--- config.mk ---
export PLATFORM = sky130hd
export DESIGN_NAME = uccr_top
export DESIGN_NICKNAME = d
export VERILOG_FILES = /design/src/rtl/uccr_pkg.sv /design/src/rtl/uccr_table.sv /design/src/rtl/uccr_match.sv /design/src/rtl/uccr_buf_ctrl.sv /design/src/rtl/uccr_top.sv
export SDC_FILE = /design/constraint.sdc
export NUM_CORES = 1
export LEC_CHECK = 0
export BUFFER_PORTS_ARGS = -buffer_cell sky130_fd_sc_hd__buf_2
export CAP_MARGIN = 20
export CORE_ASPECT_RATIO = 0.5
export CORE_MARGIN = 4
export CORE_UTILIZATION = 45
export DETAILED_ROUTE_END_ITERATION = 16
export MAX_ROUTING_LAYER = met4
export PLACE_DENSITY = 0.71
export SLEW_MARGIN = 20
export SYNTH_ARGS = -nofsm -noshare
export SYNTH_HDL_FRONTEND = slang
export SYNTH_SLANG_ARGS = --single-unit
export TNS_END_PERCENT = 30
--- constraint.sdc ---
create_clock -name clk_i -period 4.42 [get_ports clk_i]
set_input_delay 0.221 -clock clk_i [delete_from_list [all_inputs] [get_ports clk_i]]
set_output_delay 0.221 -clock clk_i [all_outputs]
set_load 0.02 [all_outputs]
--- src/rtl/uccr_pkg.sv ---
package uccr_pkg;
  parameter int unsigned CHAR_W = 8;

  typedef struct packed {
    logic              valid;
    logic              empty;
    logic              reject;
    logic [CHAR_W-1:0] ch;
  } cc_entry_t;
endpackage

--- src/rtl/uccr_table.sv ---
module uccr_table
  import uccr_pkg::*;
#(
  parameter int unsigned N     = 4,
  parameter int unsigned IDX_W = $clog2(N)
) (
  input  logic             clk_i,
  input  logic             rst_ni,
  input  logic             we_i,
  input  logic [IDX_W-1:0] idx_i,
  input  cc_entry_t        wdata_i,
  output cc_entry_t        tbl_o [N]
);
  for (genvar g = 0; g < N; g++) begin : g_ent
    always_ff @(posedge clk_i or negedge rst_ni) begin
      if (!rst_ni) tbl_o[g] <= '0;
      else if (we_i && idx_i == IDX_W'(g)) tbl_o[g] <= wdata_i;
    end
  end
endmodule

--- src/rtl/uccr_match.sv ---
module uccr_match
  import uccr_pkg::*;
#(
  parameter int unsigned N     = 4,
  parameter int unsigned IDX_W = $clog2(N)
) (
  input  cc_entry_t         tbl_i [N],
  input  logic [CHAR_W-1:0] byte_i,
  output logic              hit_o,
  output logic [IDX_W-1:0]  idx_o,
  output logic              empty_o,
  output logic              reject_o
);
  always_comb begin
    logic live;
    live     = 1'b1;
    hit_o    = 1'b0;
    idx_o    = '0;
    empty_o  = 1'b0;
    reject_o = 1'b0;
    for (int i = 0; i < N; i++) begin
      if (live && !tbl_i[i].valid) begin
        live = 1'b0;  // first invalid entry ends the search
      end else if (live && !hit_o && tbl_i[i].ch == byte_i) begin
        hit_o    = 1'b1;
        idx_o    = IDX_W'(i);
        empty_o  = tbl_i[i].empty;
        reject_o = tbl_i[i].reject;
      end
    end
  end
endmodule

--- src/rtl/uccr_buf_ctrl.sv ---
module uccr_buf_ctrl
  import uccr_pkg::*;
#(
  parameter int unsigned LEN_W = 8
) (
  input  logic              clk_i,
  input  logic              rst_ni,
  input  logic              store_i,
  input  logic              term_i,
  input  logic [CHAR_W-1:0] data_i,
  input  logic [LEN_W-1:0]  max_len_i,
  output logic              buf_we_o,
  output logic [CHAR_W-1:0] buf_data_o,
  output logic              buf_close_o
);
  logic [LEN_W-1:0] cnt_q;
  logic [LEN_W-1:0] cnt_inc;
  logic             at_lim;
  logic             close_d;

  assign cnt_inc = cnt_q + LEN_W'(1);
  assign at_lim  = (max_len_i != '0) && (cnt_inc == max_len_i);
  assign close_d = store_i && (term_i || at_lim);

  always_ff @(posedge clk_i or negedge rst_ni) begin
    if (!rst_ni) begin
      cnt_q       <= '0;
      buf_we_o    <= 1'b0;
      buf_data_o  <= '0;
      buf_close_o <= 1'b0;
    end else begin
      buf_we_o    <= store_i;
      buf_close_o <= close_d;
      if (store_i) begin
        buf_data_o <= data_i;
        cnt_q      <= close_d ? '0 : cnt_inc;
      end
    end
  end

  p_close_with_write_r3: assert property (@(posedge clk_i) disable iff (!rst_ni)
    buf_close_o |-> buf_we_o);

  p_close_clears_count_r9: assert property (@(posedge clk_i) disable iff (!rst_ni)
    buf_close_o |-> cnt_q == '0);
endmodule

--- src/rtl/uccr_top.sv ---
module uccr_top
  import uccr_pkg::*;
#(
  parameter int unsigned N       = 4,
  parameter int unsigned LEN_W   = 8,
  parameter int unsigned XOFF_IDX = 1,
  parameter int unsigned XON_IDX  = 2,
  localparam int unsigned IDX_W  = $clog2(N)
) (
  input  logic              clk_i,
  input  logic              rst_ni,
  input  logic [CHAR_W-1:0] rx_data_i,
  input  logic              rx_valid_i,
  input  logic              tbl_we_i,
  input  logic [IDX_W-1:0]  tbl_idx_i,
  input  logic [CHAR_W-1:0] tbl_char_i,
  input  logic              tbl_valid_i,
  input  logic              tbl_empty_i,
  input  logic              tbl_reject_i,
  input  logic [LEN_W-1:0]  max_len_i,
  input  logic              irq_clr_i,
  output logic              buf_we_o,
  output logic [CHAR_W-1:0] buf_data_o,
  output logic              buf_close_o,
  output logic              irq_o,
  output logic [CHAR_W-1:0] ctrl_char_o,
  output logic              tx_freeze_o
);
  cc_entry_t        tbl [N];
  cc_entry_t        wentry;
  logic             hit, m_empty, m_reject;
  logic [IDX_W-1:0] m_idx;
  logic             rej_hit, store, term;

  assign wentry = '{valid: tbl_valid_i, empty: tbl_empty_i,
                    reject: tbl_reject_i, ch: tbl_char_i};

  uccr_table #(.N(N), .IDX_W(IDX_W)) u_table (
    .clk_i, .rst_ni, .we_i(tbl_we_i), .idx_i(tbl_idx_i),
    .wdata_i(wentry), .tbl_o(tbl)
  );

  uccr_match #(.N(N), .IDX_W(IDX_W)) u_match (
    .tbl_i(tbl), .byte_i(rx_data_i), .hit_o(hit), .idx_o(m_idx),
    .empty_o(m_empty), .reject_o(m_reject)
  );

  assign rej_hit = rx_valid_i && hit && m_reject;
  assign store   = rx_valid_i && !(hit && m_reject);
  assign term    = hit && !m_reject && !m_empty;

  uccr_buf_ctrl #(.LEN_W(LEN_W)) u_buf (
    .clk_i, .rst_ni, .store_i(store), .term_i(term), .data_i(rx_data_i),
    .max_len_i, .buf_we_o, .buf_data_o, .buf_close_o
  );

  always_ff @(posedge clk_i or negedge rst_ni) begin
    if (!rst_ni) begin
      irq_o       <= 1'b0;
      ctrl_char_o <= '0;
      tx_freeze_o <= 1'b0;
    end else begin
      if (rej_hit) begin
        irq_o       <= 1'b1;  // set wins over clear
        ctrl_char_o <= rx_data_i;
        if (m_idx == IDX_W'(XOFF_IDX))     tx_freeze_o <= 1'b1;
        else if (m_idx == IDX_W'(XON_IDX)) tx_freeze_o <= 1'b0;
      end else if (irq_clr_i) begin
        irq_o <= 1'b0;
      end
    end
  end

  p_reject_no_write_r5: assert property (@(posedge clk_i) disable iff (!rst_ni)
    rej_hit |=> !buf_we_o);

  p_irq_hold_r7: assert property (@(posedge clk_i) disable iff (!rst_ni)
    irq_o && !irq_clr_i |=> irq_o);

  p_freeze_quiet_r8: assert property (@(posedge clk_i) disable iff (!rst_ni)
    !rx_valid_i |=> $stable(tx_freeze_o));

  p_irq_set_r5: assert property (@(posedge clk_i) disable iff (!rst_ni)
    rej_hit |=> irq_o);
endmodule

==> impl_metrics.ini <==
[yosys]
synth-xor-area-share_pct = 9.91
syn_nets = 335
yosys.area_share.simple_pct = 10.8
yosysTopAreaCell = dfrtp_1
synth-edff-count = 0
netlist_area_um2 = 3710
synthArstFlopShare_pct = 100
synth_top_area_share_pct = 48.5
synth_cell_types = 44
synth_top_family_by_area = multiplexers
synthTopCellsByArea = dfrtp_1, mux2_2, xnor2_1
synth_fa_ha_area_share_pct = 0.674
synth_cells = 299
post-synth-top-count-cell = dfrtp_1
synth_commonest_cells = dfrtp_1, mux2_2, xnor2_1, xor2_1
synth_compound_area_share_pct = 6.97
synthFlopType = dfrtp_1
synth-warning-count = 0
ys_seq_area_share_pct = 48.5
syn_avg_cell_area_um2 = 12.4
synth-seq-cells = 72
synthMuxAreaShare_pct = 19.0

[global_route]
grt_pass1_vias = 2635
overflow = 0
grt_pass1_wl_um = 13500
antenna_found_initial = 0
grt_usage_pct = 18.2
grt_max_degree = 38

[layout]
area_growth_pct = 16.7
num-nets-final = 387
drive_gt1_share_pct = 37.6
diodes = 0

[detailed_routing]
postRouteAntennaNets = 0
drt_iter0_drc = 155
via_count = 2534
routedWlPerCell_um = 17.4
viasPerCell = 5.41
drt_wl_total_um = 8160
drt_first_pass_iters = 4
drcViolationCount = 0

[cts]
cts_setup_buffers = 0
cts-root-buf = clkbuf_16
cts_max_path_buffers = 2
cts_tree = yes
clk_latency_ns = 0.33
clk_pin_slew_worst_paths_ns = 0.06
cts_made_buffers = 9
htreeDepth = 3
clock_sinks = 72

[setup_path]
cp_data_arrival_time_ns = 2.92
critical_path_class = flip-flop to flip-flop
critPathLaunchType = flip-flop
cp-end-kind = flip-flop
worstPathRequired_ns = 4.64
path_max_fanout = 11

[power_and_ir_drop]
max-vdd-ir-drop_mv = 0.189
sequentialPowerShare_pct = 43.8
clock_power_share_pct = 35.5
p_sw_mw = 0.580
p_int_mw = 1.44
power_density_nw_per_um2 = 466
combPwrFrac_pct = 20.7
p_leak_nw = 1.90
swShare_pct = 28.7

[die]
die_area_um2 = 9860
ios = 54
num_rows = 23
die-height_um = 72.2
initial_core_util_pct = 46.4
core-area_um2 = 8000
fp.dieW_um = 136

[timing]
fin_crit_sh_pct = 61.2
rsz0062_at_grt = false
layout_setup_ws_ns = 1.71
clock_skew_ns = 0.00694
slew_viol_final = 0
slew_headroom_pct = 46.2
setup_tns_ns = 0
min_period_ns = 2.71
final-hold-violation-count = 0
max_freq_mhz = 370
finalSetupViolations = 0
worst_slew_pin_slew_ns = 0.807

[placed_design]
place_ws_ns = 1.74
gp_congestion = 0.898
portBuffers = 53
dp_hpwl_um = 5860

[status]
status = finished, final reports clean

[flow_run]
maxCapViolCount = 0

[hold_path]
worstHoldPathType = input pin to flip-flop
## cells in the final DEF, fill, tap and decap left out, types with 2 or more instances in the layout
master / netlist / final
dfrtp_1: 72 / 72
buf_2: 3 / 53
mux2_2: 45 / 45
xnor2_1: 29 / 29
xor2_1: 13 / 13
nand3_1: 12 / 12
nand2_1: 12 / 12
inv_1: 12 / 12
nand4_1: 11 / 11
clkbuf_16: 0 / 9
nor3_1: 8 / 8
mux2_4: 8 / 8
mux2_1: 7 / 7
o21ai_0: 6 / 6
a311oi_1: 5 / 5
o22ai_1: 5 / 5
and3_1: 4 / 4
nor2_1: 3 / 3
nor4_1: 3 / 3
or3_4: 2 / 2
nor4_2: 2 / 2
a211oi_1: 2 / 2
a21oi_1: 2 / 2
nand3b_1: 2 / 2
ha_1: 2 / 2
clkinv_2: 0 / 2
buf_4: 1 / 2
## flip-flops by register name (all words and copies together), names as in the netlist
| signal | flops |
|---|---|
| irq_o | 1 |
| u_table.tbl_o | 44 |
| ctrl_char_o | 8 |
| u_buf.buf_we_o | 1 |
| u_buf.buf_data_o | 8 |
| u_buf.cnt_q | 8 |
| tx_freeze_o | 1 |
| u_buf.buf_close_o | 1 |
## routing by layer
metal	wire [um]	part of all wire, %	GRT usage (%)
met1	3740	46	23.7
met2	3920	48	28.5
met5	0	0	-
met3	414	5.1	4.22
met4	97	1.2	6.15
## timing repair
| action | 4_1_cts | 5_1_grt |
|---|---|---|
| gates resized for setup | 0 | 0 |
| endpoints found under the hold margin | 19 | 0 |
| hold buffers | 1 | 0 |
## through the flow
stage               power, mW  utilization (%)  hold WS, ns  std cells  instance area (um2)
finish                   2.02             54.2       0.0764        468                 4330
global placement         1.29             50.3        0.336        451                 4030
CTS                      2.03             54.2       0.0711        468                 4330
global route             2.12             54.2       0.0688        468                 4330
floorplan                1.19                -      -0.0746        299                 3710
detailed placement       1.31             50.3        0.350        451                 4030
## cells by family (layout without fill, tap and decap cells)
group           Yosys count  after routing
buf+inv                  27             84
simple gates             66             66
xor+xnor                 42             42
flops                    72             72
compound gates           30             30
mux                      60             60
fa+ha+maj                 2              2
## final cells by class
cell class	instances	area, um2
timing repair buffer	56	290
multi-input combinational	200	1760
tap	112	140
inverter	12	45.0
sequential	72	1800
clock buffer	11	243
clock inverter	5	56.3
fill	693	3670
## critical path, cell delays in order (launching register included)
cell      delay (ns)
dfrtp_1         0.40
xnor2_1         0.21
nand4_1         0.16
nor3_1          0.53
nand3_1         0.25
o2111a_2        0.25
nand2_1         0.40
mux2_2          0.39
## power by group through the flow
stage                     combinational [mW]  clock [mW]  sequential (mW)
after floorplan                        0.312           0            0.876
final                                  0.418       0.717            0.883
after global routing                   0.465       0.762            0.895
after detailed placement               0.418           0            0.892
after CTS                              0.422       0.727            0.882
after global placement                 0.402           0            0.885
## path summary, 6_finish.rpt
check	endpoint	from	cells after the start	slack [ns]
worst max-delay path	u_buf.buf_data_o[7]	u_table.tbl_o[22]	7	1.71
worst min-delay path	irq_o	irq_clr_i	2	0.08
worst max register to register	u_buf.buf_data_o[7]	u_table.tbl_o[22]	7	1.71
worst min register to register	u_buf.buf_data_o[6]	u_buf.buf_data_o[6]	1	0.49
max in group asynchronous	u_buf.cnt_q[4]	rst_ni	3	2.91
min in group asynchronous	u_table.tbl_o[37]	rst_ni	2	0.53
(Power assumes the default switching activity.)
